$ cat config.mk
export PLATFORM = sky130hd
export DESIGN_NAME = qspi_word_engine
export DESIGN_NICKNAME = d
export VERILOG_FILES = /design/src/rtl/qspi_word_pkg.sv /design/src/rtl/qspi_tick_gen.sv /design/src/rtl/qspi_seq.sv /design/src/rtl/qspi_data_bank.sv /design/src/rtl/qspi_word_engine.sv
export SDC_FILE = /design/constraint.sdc
export NUM_CORES = 1
export LEC_CHECK = 0
export BUFFER_PORTS_ARGS = -buffer_cell sky130_fd_sc_hd__buf_2
export CAP_MARGIN = 30
export CORE_MARGIN = 2
export CORE_UTILIZATION = 39
export CTS_CLUSTER_DIAMETER = 40
export CTS_CLUSTER_SIZE = 25
export DETAILED_ROUTE_END_ITERATION = 8
export PLACE_DENSITY_LB_ADDON = 0.15
export SYNTH_ARGS = -nofsm -noshare
export SYNTH_HDL_FRONTEND = slang
export SYNTH_HIERARCHICAL = 1
export SYNTH_SLANG_ARGS = --single-unit
$ cat constraint.sdc
create_clock -name clk -period 5 [get_ports clk]
set_input_delay 1 -clock clk [delete_from_list [all_inputs] [get_ports clk]]
set_output_delay 1 -clock clk [all_outputs]
set_load 0.01 [all_outputs]
$ cat src/rtl/qspi_word_pkg.sv
package qspi_word_pkg;
  localparam int REG_W  = 32;
  localparam int SLOTS  = 4;
  localparam int DIV_W  = 16;

  localparam logic [7:0] A_CLK  = 8'h40;
  localparam logic [7:0] A_IDLE = 8'h44;
  localparam logic [7:0] A_CMD  = 8'h48;
  localparam logic [7:0] A_STAT = 8'h4C;

  localparam logic [2:0] OP_RD1  = 3'd1;
  localparam logic [2:0] OP_WR1  = 3'd2;
  localparam logic [2:0] OP_RD2  = 3'd3;
  localparam logic [2:0] OP_DROP = 3'd4;
  localparam logic [2:0] OP_RD4  = 3'd7;

  localparam int OP_LSB  = 16;
  localparam int LEN_LSB = 19;

  // data slot addresses, least significant slot first
  function automatic logic [7:0] slot_addr(input int idx);
    case (idx)
      0:       return 8'h50;
      1:       return 8'h68;
      2:       return 8'h6C;
      default: return 8'h70;
    endcase
  endfunction
endpackage

$ cat src/rtl/qspi_tick_gen.sv
module qspi_tick_gen #(
  parameter int DIV_W = 16
) (
  input  logic             clk,
  input  logic             rst_n,
  input  logic             run,
  input  logic [DIV_W-1:0] div,
  output logic             tick
);
  logic [DIV_W-1:0] cnt_q, cnt_d;

  assign tick = run && (cnt_q == div);

  always_comb begin
    if (!run || tick) cnt_d = '0;
    else              cnt_d = cnt_q + 1'b1;
  end

  always_ff @(posedge clk or negedge rst_n) begin
    if (!rst_n) cnt_q <= '0;
    else        cnt_q <= cnt_d;
  end

  assert_idle_count_R5: assert property (@(posedge clk) disable iff (!rst_n)
    !run |=> (cnt_q == '0));
endmodule

$ cat src/rtl/qspi_seq.sv
module qspi_seq #(
  parameter int LEN_W = 7,
  localparam int CNT_W = LEN_W + 1
) (
  input  logic             clk,
  input  logic             rst_n,
  input  logic             start,
  input  logic             drop,
  input  logic             tick,
  input  logic [CNT_W-1:0] nbits,
  input  logic [2:0]       step_in,
  input  logic             rd_in,
  output logic             busy,
  output logic             wc,
  output logic             phase,
  output logic             rd,
  output logic [2:0]       step,
  output logic [LEN_W-1:0] bit_idx,
  output logic             sample
);
  logic             busy_q, busy_d, wc_q, wc_d, phase_q, phase_d, rd_q, rd_d;
  logic [CNT_W-1:0] rem_q, rem_d, step_ext;
  logic [2:0]       step_q, step_d;

  assign step_ext = {{(CNT_W-3){1'b0}}, step_q};

  always_comb begin
    busy_d  = busy_q;
    wc_d    = wc_q;
    phase_d = phase_q;
    rd_d    = rd_q;
    rem_d   = rem_q;
    step_d  = step_q;
    if (start) begin
      busy_d  = 1'b1;
      wc_d    = 1'b0;
      phase_d = 1'b0;
      rem_d   = nbits;
      step_d  = step_in;
      rd_d    = rd_in;
    end else if (drop) begin
      wc_d = 1'b0;
    end else if (busy_q && tick) begin
      if (!phase_q) begin
        phase_d = 1'b1;
      end else begin
        phase_d = 1'b0;
        if (rem_q == step_ext) begin
          busy_d = 1'b0;
          wc_d   = 1'b1;
          rem_d  = '0;
        end else begin
          rem_d = rem_q - step_ext;
        end
      end
    end
  end

  always_ff @(posedge clk or negedge rst_n) begin
    if (!rst_n) begin
      busy_q  <= 1'b0;
      wc_q    <= 1'b0;
      phase_q <= 1'b0;
      rd_q    <= 1'b0;
      rem_q   <= '0;
      step_q  <= 3'd1;
    end else begin
      busy_q  <= busy_d;
      wc_q    <= wc_d;
      phase_q <= phase_d;
      rd_q    <= rd_d;
      rem_q   <= rem_d;
      step_q  <= step_d;
    end
  end

  assign busy    = busy_q;
  assign wc      = wc_q;
  assign phase   = phase_q;
  assign rd      = rd_q;
  assign step    = step_q;
  assign bit_idx = LEN_W'(rem_q - 1'b1);
  assign sample  = busy_q && tick && !phase_q && rd_q;

  assert_done_flag_R4: assert property (@(posedge clk) disable iff (!rst_n)
    $rose(wc_q) |-> $fell(busy_q));
  assert_rem_live_R4: assert property (@(posedge clk) disable iff (!rst_n)
    busy_q |-> (rem_q != '0));
  assert_phase_rest_R5: assert property (@(posedge clk) disable iff (!rst_n)
    !busy_q |-> !phase_q);
endmodule

$ cat src/rtl/qspi_data_bank.sv
module qspi_data_bank #(
  parameter int REG_W = 32,
  parameter int SLOTS = 4,
  localparam int WORD_W = REG_W * SLOTS
) (
  input  logic              clk,
  input  logic              rst_n,
  input  logic              clr,
  input  logic              smp,
  input  logic [2:0]        step,
  input  logic [3:0]        io_i,
  input  logic [SLOTS-1:0]  slot_we,
  input  logic [REG_W-1:0]  wdata,
  output logic [WORD_W-1:0] word
);
  logic [WORD_W-1:0] word_q, word_d;

  always_comb begin
    word_d = word_q;
    for (int i = 0; i < SLOTS; i++) begin
      if (slot_we[i]) word_d[i*REG_W +: REG_W] = wdata;
    end
    if (smp) begin
      case (step)
        3'd4:    word_d = {word_q[WORD_W-5:0], io_i};
        3'd2:    word_d = {word_q[WORD_W-3:0], io_i[1:0]};
        default: word_d = {word_q[WORD_W-2:0], io_i[1]};
      endcase
    end
    if (clr) word_d = '0;
  end

  always_ff @(posedge clk or negedge rst_n) begin
    if (!rst_n) word_q <= '0;
    else        word_q <= word_d;
  end

  assign word = word_q;

  assert_read_clear_R7: assert property (@(posedge clk) disable iff (!rst_n)
    clr |=> (word_q == '0));
endmodule

$ cat src/rtl/qspi_word_engine.sv
module qspi_word_engine
  import qspi_word_pkg::*;
#(
  parameter int P_REG_W = REG_W,
  parameter int P_SLOTS = SLOTS,
  parameter int P_DIV_W = DIV_W,
  localparam int WORD_W = P_REG_W * P_SLOTS,
  localparam int LEN_W  = $clog2(WORD_W),
  localparam int CNT_W  = LEN_W + 1
) (
  input  logic               clk,
  input  logic               rst_n,
  input  logic               bus_wr,
  input  logic [7:0]         bus_addr,
  input  logic [P_REG_W-1:0] bus_wdata,
  output logic [P_REG_W-1:0] bus_rdata,
  output logic               sclk_o,
  output logic               cs_n_o,
  output logic [3:0]         io_o,
  output logic [3:0]         io_oe_o,
  input  logic [3:0]         io_i
);
  // reset: asserted asynchronously, released on a clock edge
  logic rst_meta_q, rst_int_n;
  always_ff @(posedge clk or negedge rst_n) begin
    if (!rst_n) begin
      rst_meta_q <= 1'b0;
      rst_int_n  <= 1'b0;
    end else begin
      rst_meta_q <= 1'b1;
      rst_int_n  <= rst_meta_q;
    end
  end

  // configuration registers
  logic               en_q, en_d, idle_q, idle_d;
  logic [P_DIV_W-1:0] div_q, div_d;
  logic               wr_clk, wr_idle, wr_cmd;

  assign wr_clk  = bus_wr && (bus_addr == A_CLK);
  assign wr_idle = bus_wr && (bus_addr == A_IDLE);
  assign wr_cmd  = bus_wr && (bus_addr == A_CMD);

  always_comb begin
    en_d   = wr_clk  ? bus_wdata[P_REG_W-1]   : en_q;
    div_d  = wr_clk  ? bus_wdata[P_DIV_W-1:0] : div_q;
    idle_d = wr_idle ? bus_wdata[0]           : idle_q;
  end

  always_ff @(posedge clk or negedge rst_int_n) begin
    if (!rst_int_n) begin
      en_q   <= 1'b0;
      div_q  <= '0;
      idle_q <= 1'b0;
    end else begin
      en_q   <= en_d;
      div_q  <= div_d;
      idle_q <= idle_d;
    end
  end

  // command decode
  logic [2:0]       op;
  logic [LEN_W-1:0] len_m1;
  logic [CNT_W-1:0] nbits;
  logic [2:0]       step_cmd;
  logic             rd_cmd, fits, take, start, drop;
  logic             busy, wc, phase, rd, tick, sample;
  logic [2:0]       step;
  logic [LEN_W-1:0] bit_idx;

  assign op     = bus_wdata[OP_LSB +: 3];
  assign len_m1 = bus_wdata[LEN_LSB +: LEN_W];
  assign nbits  = {1'b0, len_m1} + 1'b1;

  always_comb begin
    step_cmd = 3'd1;
    rd_cmd   = 1'b1;
    fits     = 1'b0;
    case (op)
      OP_RD1: fits = 1'b1;
      OP_WR1: begin rd_cmd = 1'b0; fits = 1'b1; end
      OP_RD2: begin step_cmd = 3'd2; fits = len_m1[0]; end
      OP_RD4: begin step_cmd = 3'd4; fits = &len_m1[1:0]; end
      default: fits = 1'b0;
    endcase
  end

  assign take  = wr_cmd && !busy && en_q;
  assign start = take && fits;
  assign drop  = take && (op == OP_DROP);

  qspi_tick_gen #(.DIV_W(P_DIV_W)) u_tick (
    .clk(clk), .rst_n(rst_int_n), .run(busy), .div(div_q), .tick(tick)
  );

  qspi_seq #(.LEN_W(LEN_W)) u_seq (
    .clk(clk), .rst_n(rst_int_n), .start(start), .drop(drop), .tick(tick),
    .nbits(nbits), .step_in(step_cmd), .rd_in(rd_cmd),
    .busy(busy), .wc(wc), .phase(phase), .rd(rd), .step(step),
    .bit_idx(bit_idx), .sample(sample)
  );

  // data slots
  logic [P_SLOTS-1:0] slot_we;
  logic [WORD_W-1:0]  word;

  for (genvar g = 0; g < P_SLOTS; g++) begin : g_slot
    assign slot_we[g] = bus_wr && (bus_addr == slot_addr(g));
  end

  qspi_data_bank #(.REG_W(P_REG_W), .SLOTS(P_SLOTS)) u_bank (
    .clk(clk), .rst_n(rst_int_n), .clr(start && rd_cmd), .smp(sample),
    .step(step), .io_i(io_i), .slot_we(slot_we), .wdata(bus_wdata),
    .word(word)
  );

  // register readback
  always_comb begin
    bus_rdata = '0;
    case (bus_addr)
      A_CLK:  bus_rdata = {en_q, {(P_REG_W-1-P_DIV_W){1'b0}}, div_q};
      A_IDLE: bus_rdata = {{(P_REG_W-1){1'b0}}, idle_q};
      A_STAT: bus_rdata = {{(P_REG_W-2){1'b0}}, wc, busy};
      default: begin
        for (int i = 0; i < P_SLOTS; i++) begin
          if (bus_addr == slot_addr(i)) bus_rdata = word[i*P_REG_W +: P_REG_W];
        end
      end
    endcase
  end

  // pins
  assign sclk_o  = idle_q ^ (busy && phase);
  assign cs_n_o  = !busy;
  assign io_oe_o = {3'b000, busy && !rd};
  assign io_o    = {3'b000, busy && !rd && word[bit_idx]};

  assert_hold_off_R11: assert property (@(posedge clk) disable iff (!rst_int_n)
    !en_q |=> !$rose(busy));
  assert_sclk_rest_R5: assert property (@(posedge clk) disable iff (!rst_int_n)
    !busy |-> (sclk_o == idle_q));
endmodule

== Yosys cells after proc, flatten, opt, wreduce, memory -nomap -nowiden ==
Cells that the tools add are included.

* Add/sub/neg operators: 4
* $lt $le $gt $ge: 1
* Equal/unequal tests: 22
* Mux-type cells: 41
* Bitwise logic cells: 1
* Reduce and logical (&&, ||, !) cells: 40

{| class="wikitable"
|+ Operator list
! kind !! number
|-
| 2-to-1 mux 128 bit || 2
|-
| 2-to-1 mux 32 bit || 8
|-
| one-hot mux 128 bit (2 select lines) || 1
|-
| one-hot mux 32 bit (3 select lines) || 1
|-
| 2-to-1 mux 8 bit || 9
|-
| == test 8 x 7 -> 1 bit, second input constant || 8
|-
| == test 8 bit || 4
|-
| nonzero test 3 bit || 7
|-
| logical AND 1 bit || 19
|-
| adder 16 x 1 -> 16 bit, second input constant || 1
|-
| == test 16 bit || 1
|-
| 2-to-1 mux 1 bit || 16
|-
| 2-to-1 mux 16 bit || 1
|-
| == test 3 x 2 -> 1 bit, second input constant || 3
|-
| == test 3 bit, second input constant || 3
|-
| adder 7 x 1 -> 8 bit, second input constant || 1
|-
| == test 8 x 3 -> 1 bit || 1
|-
| < comparator 7 x 8 -> 1 bit, second input constant || 1
|-
| subtractor 8 x 3 -> 8 bit || 1
|-
| binary-select mux 1 bit (select 7 bit) || 1
|-
| subtractor 7 x 1 -> 7 bit, second input constant || 1
|-
| one-hot mux 3 bit (2 select lines) || 1
|-
| AND reduction 3 bit || 2
|-
| nonzero test 2 bit || 3
|-
| 10 further kinds || 13
|}

* Register bits after elaboration: 179
* Input port bits: 47
* Output and inout bits: 42
* Word-level logic and storage cells: 125

== Logic depth before layout (Yosys ltp) ==
* Depth in word-level cells: 9
* Mapped depth: 12

== By module ==
Netlist, hierarchy kept.

{| class="wikitable"
|+ By module, submodules not included
! module !! instances !! cells an instance !! area an instance (um2)
|-
| qspi_data_bank || 1 || 1,037 || 9,515.4
|-
| qspi_word_engine || 1 || 344 || 3,069.2
|-
| qspi_seq || 1 || 106 || 1,009.7
|-
| qspi_tick_gen || 1 || 101 || 994.7
|}

== Worst setup path after synthesis ==
No wires, ideal clock.

* Path type: input-to-output
* From: input bus_addr[1]
* To: output bus_rdata[12]
* Arrival: 2.502 ns
* Path slack: 1.498 ns
* Cell stages on the path: 7
* Path buffers: 1
* Cells stage by stage: or4b_4 -> inv_1 -> nand2_1 -> nor3_2 -> clkbuf_1 -> a22oi_1 -> nand2_1

* Word-level cells in the longest chain between the ends: 6
* Elaborated cells between the ends (all ways): 12
* Classes of those cells: eq/ne: 7; mux: 5

{| class="wikitable"
|+ RTL lines
! what !! line !! text
|-
| from (decl) || qspi_word_engine.sv:14 || <nowiki>input logic [7:0] bus_addr,</nowiki>
|-
| == test 8 bit || qspi_word_engine.sv:127 || <nowiki>if (bus_addr == slot_addr(i)) bus_rdata = word[i*P_REG_W +: P_REG_W];</nowiki>
|-
| 2-to-1 mux 32 bit (4 in series) || qspi_word_engine.sv:127 ||
|-
| one-hot mux 32 bit (3 select lines) (*) || qspi_word_engine.sv:121 || <nowiki>case (bus_addr)</nowiki>
|-
| to (decl) || qspi_word_engine.sv:16 || <nowiki>output logic [P_REG_W-1:0] bus_rdata,</nowiki>
|}

Mark *: on every way between the ends. The rest lies on a longest branch, timed or not.

== Worst setup path in the final report ==
* From: register u_seq.rem_q[1]
* To: output io_o[0]

* Word-level cells in the longest chain between the ends: 4

{| class="wikitable"
|+ RTL lines
! what !! line !! text
|-
| from (decl) || qspi_seq.sv:22 || <nowiki>logic [CNT_W-1:0] rem_q, rem_d, step_ext;</nowiki>
|-
| from (signal assigned) || qspi_seq.sv:72 || <nowiki>rem_q <= rem_d;</nowiki>
|-
| subtractor 7 x 1 -> 7 bit || qspi_seq.sv:82 || <nowiki>assign bit_idx = LEN_W'(rem_q - 1'b1);</nowiki>
|-
| via bit_idx[1] || qspi_word_engine.sv:70 || <nowiki>logic [LEN_W-1:0] bit_idx;</nowiki>
|-
| binary-select mux 1 bit (select 7 bit) || qspi_word_engine.sv:137 || <nowiki>assign io_o = {3'b000, busy && !rd && word[bit_idx]};</nowiki>
|-
| 2-to-1 mux 1 bit (implied by the code) || qspi_word_engine.sv:137 ||
|-
| logical AND 1 bit || qspi_word_engine.sv:137 ||
|-
| to (decl) || qspi_word_engine.sv:19 || <nowiki>output logic [3:0] io_o,</nowiki>
|}

The timed path passes the listed nets, and every way through them passes these cells. The select of a mux whose other input is x is not followed.

==> results.ini <==
[run_status]
status=finished, final reports clean

[cts]
cts_hold_buf=0
clock-root-buffer=clkbuf_16
cts.path.max_buffers=2
cts_tree=yes
ctsResizeCount=0
clkTransAtPathRegs_ps=70
cts_made_buffers=17
cts_sinks=179
post-cts-setup-buffers=0
clk-insertion-delay-late_ps=460
h-tree-depth=4

[grt]
antenna_found_initial=1
overflow=0
grt_max_degree=181
top_usage_layer=met2
grt_pass1_wl_um=85300
grt_use_met2=0.428
use_met3=0.0430
met1_usage=0.418
grt_pass1_vias=13200
grt_usage=0.285

[power_and_ir_drop]
clockPowerShare=0.408
power_frac_comb=0.109
p_per_area_nw_per_um2=214
seq_power_share=0.483
p_sw_mw=0.989
p_int_mw=2.36
sw_frac_of_total=0.296
p_leak_nw=6.48
ir_drop_v=0.000243

[worst_setup_path]
end_kind=primary output
path_delay_family=buffers and inverters
cp.arrival_ps=3550
crit_chain=inv_1, ha_1, inv_2, buf_4, mux4_2, mux2i_1, a22o_1, a31o_2, o211ai_1, buf_2
rrSetupSlack_ps=1500
crit_slowest_cell=mux4_2
cp_slowest_stage_delay_ps=560
path_max_fanout=20
path_class=reg2out
rr_worst_depth=9
crit_buf_inv=4
critPathLaunchType=flip-flop
reg2reg_to=u_bank/word[76]
required_ps=4000
r2r-start=div_q[10]

[timing]
period_share=0.911
hold_slack_ps=317
tightest_slew_ps=1100
setup_viol=0
fin_crit_ps=4550
max_freq_mhz=220
skew_ps=15.0
timing.slew.headroom=0.266
hold_viol=0
rsz0062_at_grt=no
slew_viol_final=0
fin_setup_tns_ps=0

[synthesis]
yosysMostFrequentCell=nor2b_1
ys.flop_type=dfrtp_1
avgSynthCellArea_um2=9.19
synthCells=1588
synth_common_cells=nor2b_1, dfrtp_1, a22oi_1, o21ai_0, a211oi_1
ys_warn_count=6
synth_area_leader_cell=dfrtp_1
synth_seq_area_share=0.307
synth_top_area_share=0.305
synthDistinctLibCells=81
netlist_area_um2=14600
synth_edf_count=0
ys_async_sr_fraction=1.00
ys_top_cells_by_area=dfrtp_1, a22oi_1, nor2b_1, a311oi_1, a211oi_1
ys_ff_latch=179

[placement]
portBuffers=82
gp_congestion=0.847
hpwl_um=36200

[detailed_routing]
ant_nets=0
viasPerCell=6.85
post_drt_wl_per_cell_um=27.5
vias=13900
routed_wl_um=55900
drtPass1Iterations=9
drt_iter0_markers=1706
drcViolationCount=0

[floorplanning]
dieWidth_um=197
initial_core_util=0.398
rows=70
dieArea_um2=39000
core_area_um2=36700
fp.dieH_um=197
io_pins=89

[finish]
postLayoutCoreUtil=0.427
fin_nets=1603
drive_above_1_share=0.183
area_delta_synth_final_pct=7.41
n_antenna_cell=0

[flow_run]
drv_cap=0

[hold_path]
hold_path.class=in2async

## sequential cells by signal, summed over array words and instances, names as in the netlist
signal / flops
u_seq/phase: 1
u_seq/wc: 1
idle_q: 1
en_q: 1
div_q: 16
u_seq/rem_q: 8
u_tick/cnt_q: 16
u_seq/step: 3
u_seq/busy: 1
rst_meta_q: 1
u_seq/rd: 1
rst_int_n: 1
u_bank/word: 128
## metrics by stage
step | instances | cell area [µm²] | setup slack [ps] | total power [mW]
global route | 2029 | 15700 | 211 | 3.46
finish | 2029 | 15700 | 447 | 3.35
detailed placement | 1996 | 15100 | 905 | 2.00
CTS | 2028 | 15600 | 459 | 3.36
floorplan | 1593 | 14600 | 1500 | 1.83
global placement | 1996 | 15100 | 919 | 2.00
## power by group through the flow
stage,Combinational (mW),Sequential (mW),Clock [mW]
final,0.366,1.62,1.37
after CTS,0.364,1.61,1.39
after detailed placement,0.362,1.64,0
after global routing,0.398,1.62,1.44
after global placement,0.356,1.64,0
after floorplan,0.231,1.60,0
## worst register-to-register path, cell delays in order, from the launching register on
cell	delay, ps
dfrtp_1	480
xnor2_1	230
nand4_1	190
nor2_1	140
and3_1	300
nand2_1	130
nor3b_2	630
buf_12	520
a211oi_1	490
a311oi_1	280
## cells by family (layout without fill, tap and decap cells)
group,Yosys count,in the layout,share of synthesized area
AOI/OAI and AO/OA,621,621,0.318
and+or+nand+nor,455,455,0.201
buffers and inverters,202,170,0.0720
muxes,78,78,0.0684
xor gates and xnor gates,43,43,0.0258
other,2,7,0.000515
DFF,179,179,0.307
adders and majority gates,8,8,0.00738
## cells in the final DEF, fill, tap and decap left out, types with 6 or more instances in the layout
master / n
a311oi_1: 123
clkbuf_16: 17
buf_4: 25
ha_1: 7
mux2_2: 13
and3_1: 6
nor2b_2: 44
mux2_4: 10
o21ai_0: 134
buf_2: 82
nor2_1: 37
a211oi_1: 127
dfrtp_1: 177
nor2b_1: 184
nor2b_4: 18
conb_1: 7
xor2_1: 8
xnor2_1: 34
nand2_1: 71
nand4_1: 15
a21oi_1: 7
inv_1: 19
a22oi_1: 159
a222oi_1: 31
nand3_1: 16
a311oi_2: 6
mux2i_1: 43
and2b_1: 12
mux4_2: 12
buf_12: 10
## metal layers
metal | vias up | part of all wire
li1 | 6056 | -
met1 | 7047 | 0.45
met2 | 709 | 0.45
met3 | 92 | 0.074
met4 | 0 | 0.026
met5 | - | 0
## how the worst max path moves through the flow
stage | from | depth (start not counted) | endpoint | slack, ps
2_1_floorplan | bus_addr[1] | 7 | bus_rdata[12] | 1500
3_3_place_gp | bus_addr[1] | 9 | bus_rdata[0] | 920
3_5_place_dp | bus_addr[1] | 9 | bus_rdata[0] | 910
4_1_cts | u_seq/rem_q[1] | 10 | io_o[0] | 460
5_1_grt | u_seq/rem_q[1] | 12 | io_o[0] | 210
6_report | u_seq/rem_q[1] | 10 | io_o[0] | 450
## layout make-up
class	count	area, µm²
multi-input combinational	1212	9140
fill	3580	21000
clock inverter	15	133
sequential	179	4490
tap	468	586
timing repair buffer	118	826
clock buffer	17	425
inverter	20	75.1
No activity file was read; power rests on OpenSTA's default activity.
